==> src/rtl/rdft_bin_pkg.sv <==
package rdft_bin_pkg;
  typedef enum logic [1:0] {
    PH_ACC  = 2'd0,
    PH_RE   = 2'd1,
    PH_IM   = 2'd2,
    PH_DONE = 2'd3
  } phase_t;
endpackage

==> src/rtl/rdft_seq.sv <==
module rdft_seq
  import rdft_bin_pkg::*;
#(
  parameter int N = 256
) (
  input  logic   clk,
  input  logic   rst_n,
  input  logic   frame_start,
  input  logic   in_valid,
  output phase_t phase,
  output logic   absorb,
  output logic   clear,
  output logic   err
);
  localparam int CW = $clog2(N);
  localparam logic [CW-1:0] LAST = CW'(N - 1);

  phase_t        phase_nx;
  logic [CW-1:0] cnt, cnt_nx, cnt_eff;
  logic          last, err_nx;

  always_comb begin
    absorb  = in_valid && (phase == PH_ACC);
    clear   = ((phase == PH_ACC) && frame_start) || (phase == PH_DONE);
    cnt_eff = ((phase == PH_ACC) && frame_start) ? '0 : cnt;
    last    = absorb && (cnt_eff == LAST);
    err_nx  = in_valid && (phase != PH_ACC);
    if (absorb)     cnt_nx = last ? '0 : cnt_eff + 1'b1;
    else if (clear) cnt_nx = '0;
    else            cnt_nx = cnt;
    unique case (phase)
      PH_ACC:  phase_nx = last ? PH_RE : PH_ACC;
      PH_RE:   phase_nx = PH_IM;
      PH_IM:   phase_nx = PH_DONE;
      default: phase_nx = PH_ACC;
    endcase
  end

  always_ff @(posedge clk or negedge rst_n) begin
    if (!rst_n) begin
      phase <= PH_ACC;
      cnt   <= '0;
      err   <= 1'b0;
    end else begin
      phase <= phase_nx;
      cnt   <= cnt_nx;
      err   <= err_nx;
    end
  end
endmodule

==> src/rtl/rdft_mul.sv <==
module rdft_mul #(
  parameter int SW   = 26,
  parameter int CF_W = 16
) (
  input  logic signed [CF_W-1:0]    coef,
  input  logic signed [SW-1:0]      data,
  output logic signed [SW+CF_W-1:0] prod
);
  always_comb prod = coef * data;
endmodule

==> src/rtl/rdft_state.sv <==
module rdft_state #(
  parameter int SW = 26
) (
  input  logic              clk,
  input  logic              rst_n,
  input  logic              clear,
  input  logic              absorb,
  input  logic signed [SW-1:0] x,
  input  logic signed [SW-1:0] fb,
  output logic signed [SW-1:0] s1,
  output logic signed [SW-1:0] s2
);
  logic signed [SW-1:0] b1, b2, bfb, s1_nx, s2_nx;

  always_comb begin
    b1  = clear ? '0 : s1;
    b2  = clear ? '0 : s2;
    bfb = clear ? '0 : fb;
    if (absorb) begin
      s1_nx = x + bfb - b2;
      s2_nx = b1;
    end else begin
      s1_nx = b1;
      s2_nx = b2;
    end
  end

  always_ff @(posedge clk or negedge rst_n) begin
    if (!rst_n) begin
      s1 <= '0;
      s2 <= '0;
    end else begin
      s1 <= s1_nx;
      s2 <= s2_nx;
    end
  end
endmodule

==> src/rtl/rdft_bin.sv <==
module rdft_bin
  import rdft_bin_pkg::*;
#(
  parameter int IN_W = 16,
  parameter int N    = 256,
  parameter int CF_W = 16,
  parameter int FRAC = 14
) (
  input  logic                                 clk,
  input  logic                                 rst_n,
  input  logic                                 frame_start,
  input  logic                                 in_valid,
  input  logic signed [IN_W-1:0]               sample_i,
  input  logic signed [CF_W-1:0]               coef_cos,
  input  logic signed [CF_W-1:0]               coef_sin,
  output logic signed [IN_W+$clog2(N)+1:0]     re_o,
  output logic signed [IN_W+$clog2(N)+1:0]     im_o,
  output logic                                 done_o,
  output logic                                 err_o
);
  localparam int SW = IN_W + $clog2(N) + 2;
  localparam int PW = SW + CF_W;

  phase_t                phase;
  logic                  absorb, clear;
  logic signed [SW-1:0]  st_s1, st_s2, x_ext, fb, oq, re_nx, im_nx;
  logic signed [CF_W-1:0] coef_sel;
  logic signed [PW-1:0]  prod, sh_fb, sh_out;
  logic                  unused_hi;

  rdft_seq #(.N(N)) u_seq (
    .clk(clk), .rst_n(rst_n), .frame_start(frame_start), .in_valid(in_valid),
    .phase(phase), .absorb(absorb), .clear(clear), .err(err_o)
  );

  // one multiplier: cosine while accumulating and for the real part, sine for the imaginary part
  always_comb coef_sel = (phase == PH_IM) ? coef_sin : coef_cos;

  rdft_mul #(.SW(SW), .CF_W(CF_W)) u_mul (
    .coef(coef_sel), .data(st_s1), .prod(prod)
  );

  always_comb begin
    x_ext     = {{(SW-IN_W){sample_i[IN_W-1]}}, sample_i};
    sh_fb     = prod >>> (FRAC - 1);
    sh_out    = prod >>> FRAC;
    fb        = sh_fb[SW-1:0];
    oq        = sh_out[SW-1:0];
    unused_hi = ^{sh_fb[PW-1:SW], sh_out[PW-1:SW]};
    re_nx     = (phase == PH_RE) ? oq - st_s2 : re_o;
    im_nx     = (phase == PH_IM) ? oq : im_o;
    done_o    = (phase == PH_DONE);
  end

  rdft_state #(.SW(SW)) u_state (
    .clk(clk), .rst_n(rst_n), .clear(clear), .absorb(absorb),
    .x(x_ext), .fb(fb), .s1(st_s1), .s2(st_s2)
  );

  always_ff @(posedge clk or negedge rst_n) begin
    if (!rst_n) begin
      re_o <= '0;
      im_o <= '0;
    end else begin
      re_o <= re_nx;
      im_o <= im_nx;
    end
  end
endmodule

==> config.mk <==
export PLATFORM = sky130hd
export DESIGN_NAME = rdft_bin
export DESIGN_NICKNAME = d
export VERILOG_FILES = /design/src/rtl/rdft_bin_pkg.sv /design/src/rtl/rdft_seq.sv /design/src/rtl/rdft_mul.sv /design/src/rtl/rdft_state.sv /design/src/rtl/rdft_bin.sv
export SDC_FILE = /design/constraint.sdc
export NUM_CORES = 1
export LEC_CHECK = 0
export ABC_AREA = 1
export BUFFER_PORTS_ARGS = -buffer_cell sky130_fd_sc_hd__buf_2
export CAP_MARGIN = 0
export CORE_ASPECT_RATIO = 1.5
export CORE_MARGIN = 5
export CORE_UTILIZATION = 50
export CTS_BUF_LIST = sky130_fd_sc_hd__clkbuf_8
export DETAILED_ROUTE_END_ITERATION = 16
export PLACE_DENSITY = 0.67
export SYNTH_ARGS = -nofsm -noshare
export SYNTH_HDL_FRONTEND = slang
export SYNTH_SLANG_ARGS = --single-unit
export TNS_END_PERCENT = 50
==> constraint.sdc <==
create_clock -name clk -period 10.4 [get_ports clk]
set_clock_uncertainty 0.05 [all_clocks]
set_input_delay 1.56 -clock clk [delete_from_list [all_inputs] [get_ports clk]]
set_output_delay 1.56 -clock clk [all_outputs]
set_load 0.005 [all_outputs]
# == Word level (Yosys, flattened, before mapping) ==
# Index checks and enable logic that the tools add are counted.
# totals
regBits,115
latchBits,0
ramBits,0
romBits,0
inputBits,52
out_inout_bits,54
word_cells,36
n_memories,0
# classes
addsub,4
n_mul,1
div,0
order_cmp,0
n_eq_ne,4
shift,0
n_mux,12
n_bitwise,0
reduce_logical,8
# ops
cell,n
26-bit two-way mux,5
26-bit subtractor,2
16-bit by 26-bit multiplier with 40-bit output,1
8-bit two-way mux,4
16-bit by 26-bit adder with 26-bit output,1
16-bit two-way mux,1
8-bit by 1-bit adder with 8-bit output (second input constant),1
8-bit == test (second input constant),1
2-bit one-hot mux with 3 select lines,1
2-bit == test (second input constant),2
1-bit logical AND,4
2-bit nonzero test,2
2-bit by 1-bit == test with 1-bit output (second input constant),1
2-bit logical NOT,1
1-bit logical OR,1
1-bit two-way mux,1

# == Logic depth before layout (Yosys ltp) ==
# Gate-level depths: netlist (run 1).
# depth
ltp_word,7
ltp_mapped,55
mapped_depth_nobuf,52

# == Hierarchy ==
# Synthesis (run 1) repeated with hierarchy kept, for this count alone.
# hier_totals
cells_unflattened,3674
area_unflattened_um2,25996.2
# modules_own_cells
mod,instances,cells_per_inst,area_each_um2,seq_area_each_um2
rdft_mul,1,2247,16336.9,0.0
rdft_state,1,764,4938.5,1301.2
rdft_bin,1,580,4028.9,1301.2
rdft_seq,1,83,691.9,275.3

# == Worst setup path after synthesis (run 1) ==
# OpenSTA, ideal clock, no wires.
# synth_path
kind,in2reg
startpoint,in coef_sin[2]
endpoint,reg u_state.s1[15]
setup_ps,123
arrival_time_ps,8803
required_ps,10227
path_slack_ps,1424
cell_stages,40
n_path_buf,1
cell_sequence,or2_2 -> o21ai_2 -> clkinv_1 -> clkbuf_1 -> nand2_1 -> fa_1 -> fa_1 -> fa_1 -> inv_1 -> fa_1 -> fa_1 -> inv_1 -> fa_1 -> inv_1 -> ha_1 -> a21oi_1 -> inv_1 -> a21oi_1 -> (+4 left out) -> and2_1 -> nand2_1 -> fa_1 -> inv_1 -> ha_1 -> nand2_1 -> nor2_1 -> nand3_1 -> nand3_1 -> nand2_1 -> nand2_1 -> nand2_1 -> nand2_1 -> nand2_1 -> nand2_1 -> a21oi_1 -> o21ai_0 -> nand2_1
# synth_between
elab_chain_cells,6
# synth_rtl
element,line,source
from (decl),rdft_bin.sv:15,"input logic signed [CF_W-1:0] coef_sin,"
16-bit two-way mux,rdft_bin.sv:37,always_comb coef_sel = (phase == PH_IM) ? coef_sin : coef_cos;
16-bit by 26-bit multiplier with 40-bit output,rdft_mul.sv:9,always_comb prod = coef * data;
named net prod[20],rdft_bin.sv:28,"logic signed [PW-1:0] prod, sh_fb, sh_out;"
26-bit two-way mux,rdft_state.sv:18,bfb = clear ? '0 : fb;
16-bit by 26-bit adder with 26-bit output,rdft_state.sv:20,s1_nx = x + bfb - b2;
26-bit subtractor,rdft_state.sv:20,
26-bit two-way mux,rdft_state.sv:19,if (absorb) begin
named net u_state.s1_nx[15],rdft_state.sv:13,"logic signed [SW-1:0] b1, b2, bfb, s1_nx, s2_nx;"
to (signal assigned),rdft_state.sv:33,s1 <= s1_nx;
to (decl),rdft_state.sv:10,"output logic signed [SW-1:0] s1,"
# The timed path passes the listed nets, and every way through them passes these cells.
# A chain may end at the register's enable or synchronous reset.

# == Worst setup path after layout (run 1) ==
# Same ends and word-level chain as after synthesis.

==> results.md, run 1 <==
- The wire length per cell after detailed routing is 21.43 µm.
- Synthesis produced 3,097 cells.
- The critical hold path startpoint is re_o[1].
- The placed instance count is 3,835.
- At the pin with the least slew margin, the transition time is 0.9861 ns.
- The detailed router finished its first iteration with 1,563 violations.
- The layout-stage area growth over the synthesis result is 9.926%.
- The height of the die is 275.3 µm.
- Of the cells placed in the final design, the portion with a size suffix greater than 1 is 0.1090.
- The post-detailed-routing wire length is 82,990 µm.
- The root buffer cell is sky130_fd_sc_hd__clkbuf_8.
- The number of hold buffers added after CTS was 0.
- The headroom to the max-slew limit is 0.3426.
- For the worst setup path, the data required time is 10.72 ns.
- The data arrival time of the worst path is 10.21 ns.
- The worst setup slack after placement is -0.02081 ns.
- The max-slew violation count was 0.
- The die covers 51,440 µm².
- The number of nets in the layout is 3,879.
- The reg-to-reg critical path startpoint is u_seq.phase[0].
- The placed wire-length estimate after detailed placement is 69,740 µm.
- Using the TritonRoute via totals, the vias-per-cell ratio works out to 5.405.
- The horizontal extent of the die is 186.9 µm.
- The slack of the worst reg-to-reg path is 0.67 ns.
- The clock buffer count from CTS is 17.
- In the layout the commonest cells are sky130_fd_sc_hd__inv_1 (752), sky130_fd_sc_hd__nand2_1 (678), sky130_fd_sc_hd__fa_1 (413).
- For this run, the top clock speed supported by timing is 101.1 MHz.
- Of the available clock period, the critical path in the final layout requires 0.9511.
- The number of search-and-repair iterations in the first detailed-routing pass is 7.
- The source-to-sink clock delay at the later pin of the worst-skew pair is 0.49 ns.
- The number of input and output port buffers inserted is 105.
- The worst reg2reg path depth is 43.
- The worst hold path belongs to the class reg2reg.
- The post-layout worst setup margin is 0.5081 ns.
- The initial antenna violation count was 3.
- The final cell count without fillers is 3,872.
- The first-pass GRT wire length is 127,600 µm.
- In this run, synthesis produced a sequential element count of 115.
- The total vias in the final route is 20,930.
- At the end of routability-driven placement, the weighted congestion stood at 1.034.
- The CTS sink count is 115.
- The worst path needs 9.892 ns of the cycle, external delays included.
- The clock transition at the register clock pins on the worst setup and hold paths after CTS is 0.09 ns.
- The final core utilization is 0.5533.
- In this run the core area contains 97 standard-cell rows.
- The residual DRC count is 0.
- The number of max-capacitance violations reported is 0.
- The via count of the first global-routing pass was 22,300.
- Averaged over all synthesized cells, the footprint is 7.575 µm².
- The netlist uses 55 different library cells.
- The critical-path maximum fanout is 13.
- The cell with the biggest individual delay on the critical path is sky130_fd_sc_hd__fa_1.
- The maximum clock path buffer count is 2.
- The largest single stage delay on the critical path is 0.55 ns.
- The flow ran to the end, and the final reports show no timing, DRC or antenna violations.
- The number of primary I/O pins is 106.
- The global-route total usage across every layer is 0.3266.
- The CTS tree is yes.
- The type of the worst setup path is in2reg.
- The starting utilization of the core area is 0.5034.
- The number of nets in the synthesized netlist is 3,714.
- During synthesis, Yosys emitted a total of 0 warnings.
- The critical path starts at coef_sin[2].
- For this run, the register share of the synthesized area comes to 0.1227.
- The post-synthesis instance area is 23,460 µm².
- The number of endpoints failing setup at the final stage is 0.
- The most repeated library cell on the critical path is sky130_fd_sc_hd__nand2_1.
- Along the worst hold path, the cell count comes to 2.
- The H-tree was split into 4 levels.
- The final-report hold violation count is 0.
- The residual antenna-violating net count after detailed routing is 0.
- Once layout is done, the placed cells without fillers occupy 25,790 µm².
- The most common library cell in the layout ignoring fill and taps is sky130_fd_sc_hd__inv_1.
- Entering global routing, the biggest net connects 62 pins.
- The worst setup path is launched from a primary input.
- Once placement finished, the instance area stood at 25,380 µm².
- The core outline area is 46,600 µm².
- The worst setup path is captured at a flip-flop.
- The remaining global-route overflow is 0.
- Setup repair after global routing left no endpoint under its margin.
## sequential cells by signal, indices dropped and copies added (netlist names)
register,cells
re_o,26
u_state.s1,26
im_o,26
u_state.s2,26
u_seq.phase,2
u_seq.cnt,8
u_seq.err,1
## what timing repair did
action / CTS / global route
buffers inserted: 0 / 2
setup endpoints to repair: 0 / 1
resized for setup: 0 / 2
## kinds of logic (layout without fill, tap and decap cells)
logic type / after synthesis / in the layout / share of synthesized area
and+or+nand+nor: 1216 / 1216 / 0.2152
buffers and inverters: 860 / 1038 / 0.1392
adders and majority gates: 565 / 565 / 0.4335
AOI/OAI and AO/OA: 303 / 303 / 0.07232
DFF: 115 / 115 / 0.1227
xor gates and xnor gates: 37 / 37 / 0.01669
muxes: 1 / 1 / 0.0004267
other: 0 / 3 / 0
## worst paths after layout
check	endpoint
setup / recovery	u_state.s1[15]
max in group asynchronous	u_state.s1[13]
setup reg to reg	u_state.s1[21]
hold reg to reg	re_o[1]
hold / removal	re_o[1]
min in group asynchronous	im_o[2]
## per-layer routing
layer / vias to the layer above / global-route usage / wire [µm]
li1: 9481 / - / -
met1: 10230 / 0.3607 / 29380
met2: 919 / 0.5876 / 41420
met3: 302 / 0.03429 / 4554
met5: - / 0 / 0
met4: 0 / 0.2358 / 7629
## critical path: cells and delay by family
kind / cells / cell delay (ns)
AOI/OAI and AO/OA: 7 / 1.23
adders and majority gates: 9 / 4.22
buffers and inverters: 8 / 0.72
and+or+nand+nor: 17 / 2.45
## cell type report
cell class	count	area (µm²)
fill	4577	20820
multi-input combinational	2122	17330
inverter	773	2910
sequential	115	2878
timing repair buffer	233	1539
tap	594	743.2
clock buffer	17	234.0
clock inverter	15	146.4
antenna	3	7.507
## synthesized netlist by cell type, drive strengths merged
master   number  share of area
inv         761           0.12
nand2       704           0.12
fa          413           0.35
nor2        344          0.056
ha          152          0.081
o21ai       122          0.027
a21oi       118          0.025
dfrtp       115           0.12
nand3        82          0.018
clkbuf       67          0.011
xor2         25          0.012
or2          22         0.0059
buf          20         0.0045
nor3         19         0.0043
nand4        18         0.0048
o21bai       14         0.0045
clkinv       12         0.0019
xnor2        12         0.0048
o31ai        11         0.0035
a21o         10         0.0032
a31oi        10         0.0027
and3          8         0.0021
and2          7         0.0023
nand3b        7         0.0022
o22ai         5         0.0013
nor4          4         0.0011
a211oi        3        0.00096
o32ai         3         0.0011
o21a          2        0.00064
o2bb2ai       2        0.00075
a21boi        1        0.00032
mux2i         1        0.00043
nor2b         1        0.00027
o2111ai       1        0.00037
o211ai        1        0.00032
## stage by stage
step | hold slack (ns) | TNS [ns]
6_report | 0.4257 | 0
5_1_grt | 0.4554 | 0
3_5_place_dp | 0.4101 | -0.02081
2_1_floorplan | 0.4154 | 0
4_1_cts | 0.4300 | 0
3_3_place_gp | 0.4065 | -0.01693
Power of run 1 is left out: the tool's default activity adds up to more than one toggle a clock period on the data nets, which glitch-free logic cannot reach.
==> run 2: changes to the inputs <==
--- a/config.mk
+++ b/config.mk
@@ -8,12 +8,12 @@
 export ABC_AREA = 1
 export BUFFER_PORTS_ARGS = -buffer_cell sky130_fd_sc_hd__buf_2
 export CAP_MARGIN = 0
-export CORE_ASPECT_RATIO = 1.5
 export CORE_MARGIN = 5
 export CORE_UTILIZATION = 50
 export CTS_BUF_LIST = sky130_fd_sc_hd__clkbuf_8
 export DETAILED_ROUTE_END_ITERATION = 16
 export PLACE_DENSITY = 0.67
+export SETUP_SLACK_MARGIN = 0.05
 export SYNTH_ARGS = -nofsm -noshare
 export SYNTH_HDL_FRONTEND = slang
 export SYNTH_SLANG_ARGS = --single-unit
==> results.md, run 2 (same netlist as run 1, synthesis figures left out) <==
- The residual antenna-violating net count after detailed routing is 0.
- The final worst-path cycle share is 0.9527.
- The first-pass GRT wire length is 115,900 µm.
- The starting utilization of the core area is 0.5050.
- Input and output buffers added on the ports amount to 105.
- The maximum clock path buffer count is 2.
- The wire length per cell after detailed routing is 19.48 µm.
- Dividing the detail-routed via count by the number of cells gives 5.320.
- The cell with the biggest individual delay on the critical path is sky130_fd_sc_hd__fa_1.
- The transition time at the pin with the least slew margin is 0.9436 ns.
- The total vias in the final route is 20,300.
- The library cells used most frequently in the layout, excluding fill and tap cells, are sky130_fd_sc_hd__inv_1 (755), sky130_fd_sc_hd__nand2_1 (677), sky130_fd_sc_hd__fa_1 (413).
- In this run the most critical hold path is launched from im_o[8].
- The height of the die is 226.6 µm.
- In this run the core area contains 79 standard-cell rows.
- Once placement completed, the tool counted placed cells totaling 3,781.
- The highest cell delay on the worst timing path is 0.52 ns.
- For flop-to-flop paths, the worst setup slack is 0.55 ns.
- The number of hold buffers added after CTS was 0.
- The core outline area is 46,460 µm².
- Clock-pin slew was measured on the worst setup and hold paths at 0.08 ns.
- The number of max-capacitance violations reported is 0.
- The total overflow left after global routing is 0.
- Measured in cells, the most critical reg-to-reg path has a length of 41.
- Setup repair after global routing left no endpoint under its margin.
- The number of search-and-repair iterations in the first detailed-routing pass is 8.
- TritonCTS built the clock tree.
- The tightest hold path in the finished design has a slack of 0.4306 ns.
- The horizontal extent of the die is 226.6 µm.
- The nature of the critical path startpoint is a primary input.
- The launch point of the worst path is coef_sin[4].
- The class of the tightest hold or removal check is reg2reg.
- The die outline area is 51,350 µm².
- The fraction of layout cells with a size suffix above 1 is 0.08983.
- The worst path in the final design needs a cycle of 9.908 ns, including I/O delays and setup.
- The clock buffer count from CTS is 17.
- After the first detailed-routing iteration, the DRC count stood at 1,623.
- The placed instances occupy a cell area of 24,840 µm².
- The source-to-sink clock delay at the later pin of the worst-skew pair is 0.48 ns.
- After the last flow step, the layout net total stands at 3,810.
- Along the worst path, the maximum fanout reaches 9.
- The residual DRC count is 0.
- The area of all placed cells without fillers is 25,290 µm².
- The flow ran to the end, and the final reports show no timing, DRC or antenna violations.
- Counting instances, the worst hold path has a depth of 2.
- The initial antenna violation count was 1.
- STA classifies the critical path endpoint as a flip-flop.
- The final-report hold violation count was 0.
- The max-slew violation count was 0.
- The type of the worst setup path is in2reg.
- For this run, the share of the core covered by cells in the final layout is 0.5444.
- The number of primary I/O pins is 106.
- Entering global routing, the biggest net connects 69 pins.
- The startpoint identified for the worst register-to-register timing path is u_seq.phase[0].
- From synthesis to final layout, the design area changed by 7.803%.
- The highest clock rate is 100.9 MHz.
- The finished layout holds 3,815 standard cells, fillers aside.
- The fill cell total of the finished layout is 4,495.
- Routability-driven placement finished with a final weighted congestion of 1.056.
- STA puts the critical path data required time at 10.68 ns.
- In this run the critical register-to-register path is captured at u_state.s1[21].
- The maximum level of the CTS H-tree is 4.
- The root buffer cell is sky130_fd_sc_hd__clkbuf_8.
- The via count of the first global-routing pass is 20,840.
- The CTS sink count is 115.
- The worst hold path terminates at im_o[8].
- Wires add up to 74,330 µm.
- For the worst setup path, the data arrival time is 10.19 ns.
- For this run, the total global-route usage over all layers was measured as 0.2965.
- Summed over all nets, the half-perimeter wirelength after detailed placement is 62,570 µm.
- Post-CTS timing repair inserted 0 buffers for setup.
- The most common library cell in the layout ignoring fill and taps is sky130_fd_sc_hd__inv_1.
- Setup violations remaining at the end of the flow were counted as 0.
- The headroom to the max-slew limit is 0.3710.
## run 2: changes by cell type in the layout (fill, tap and decap cells not counted), sizes merged
cell | before | now
clkbuf | 17 | 18
inv | 767 | 764
bufinv | 1 | 3
buf | 233 | 164
diode | 3 | 2
## run 2: layout make-up
type                       count  area [µm²]  share of cell area
timing repair buffer         164       970.9             0.03839
inverter                     773        2910              0.1151
sequential                   115        2878              0.1138
multi-input combinational   2122       17350              0.6862
clock buffer                  18       247.7            0.009796
clock inverter                14       163.9            0.006481
tap                          607       759.5             0.03003
antenna                        2       5.005           0.0001979
## run 2: repair_timing
action	in CTS	in global routing
setup endpoints to repair	0	13
gates resized for setup	0	5
hold endpoints to repair	0	0
## run 2: through the flow
step	worst slack (ns)	TNS, ns
floorplan	1.424	0
global placement	-0.1635	-0.1635
detailed placement	-0.2437	-0.2933
CTS	0.1373	0
global route	0.1036	0
finish	0.4921	0
## run 2: worst max path at each step
stage                     endpoint  slack [ns]  cells after the start
floorplan           u_state.s1[15]        1.42                     40
global placement    u_state.s1[21]       -0.16                     39
detailed placement  u_state.s1[21]       -0.24                     42
CTS                 u_state.s1[21]        0.14                     41
global route        u_state.s1[23]        0.10                     43
finish              u_state.s1[21]        0.49                     39
## run 2: worst max-delay path, delay by kind of cell
family | cells | cell delay, ns
xor gates and xnor gates | 1 | 0.18
and+or+nand+nor | 14 | 2.67
adders and majority gates | 9 | 3.88
AOI/OAI and AO/OA | 5 | 0.64
buffers and inverters | 10 | 1.25
## run 2: metal layers
metal	wire, µm	part of all wire	GRT usage
met5	83	0.0011	0.01233
met4	3096	0.042	0.1075
met3	7075	0.095	0.08105
met2	33770	0.45	0.4673
met1	30300	0.41	0.3955
Power of run 2 is left out for the same reason.
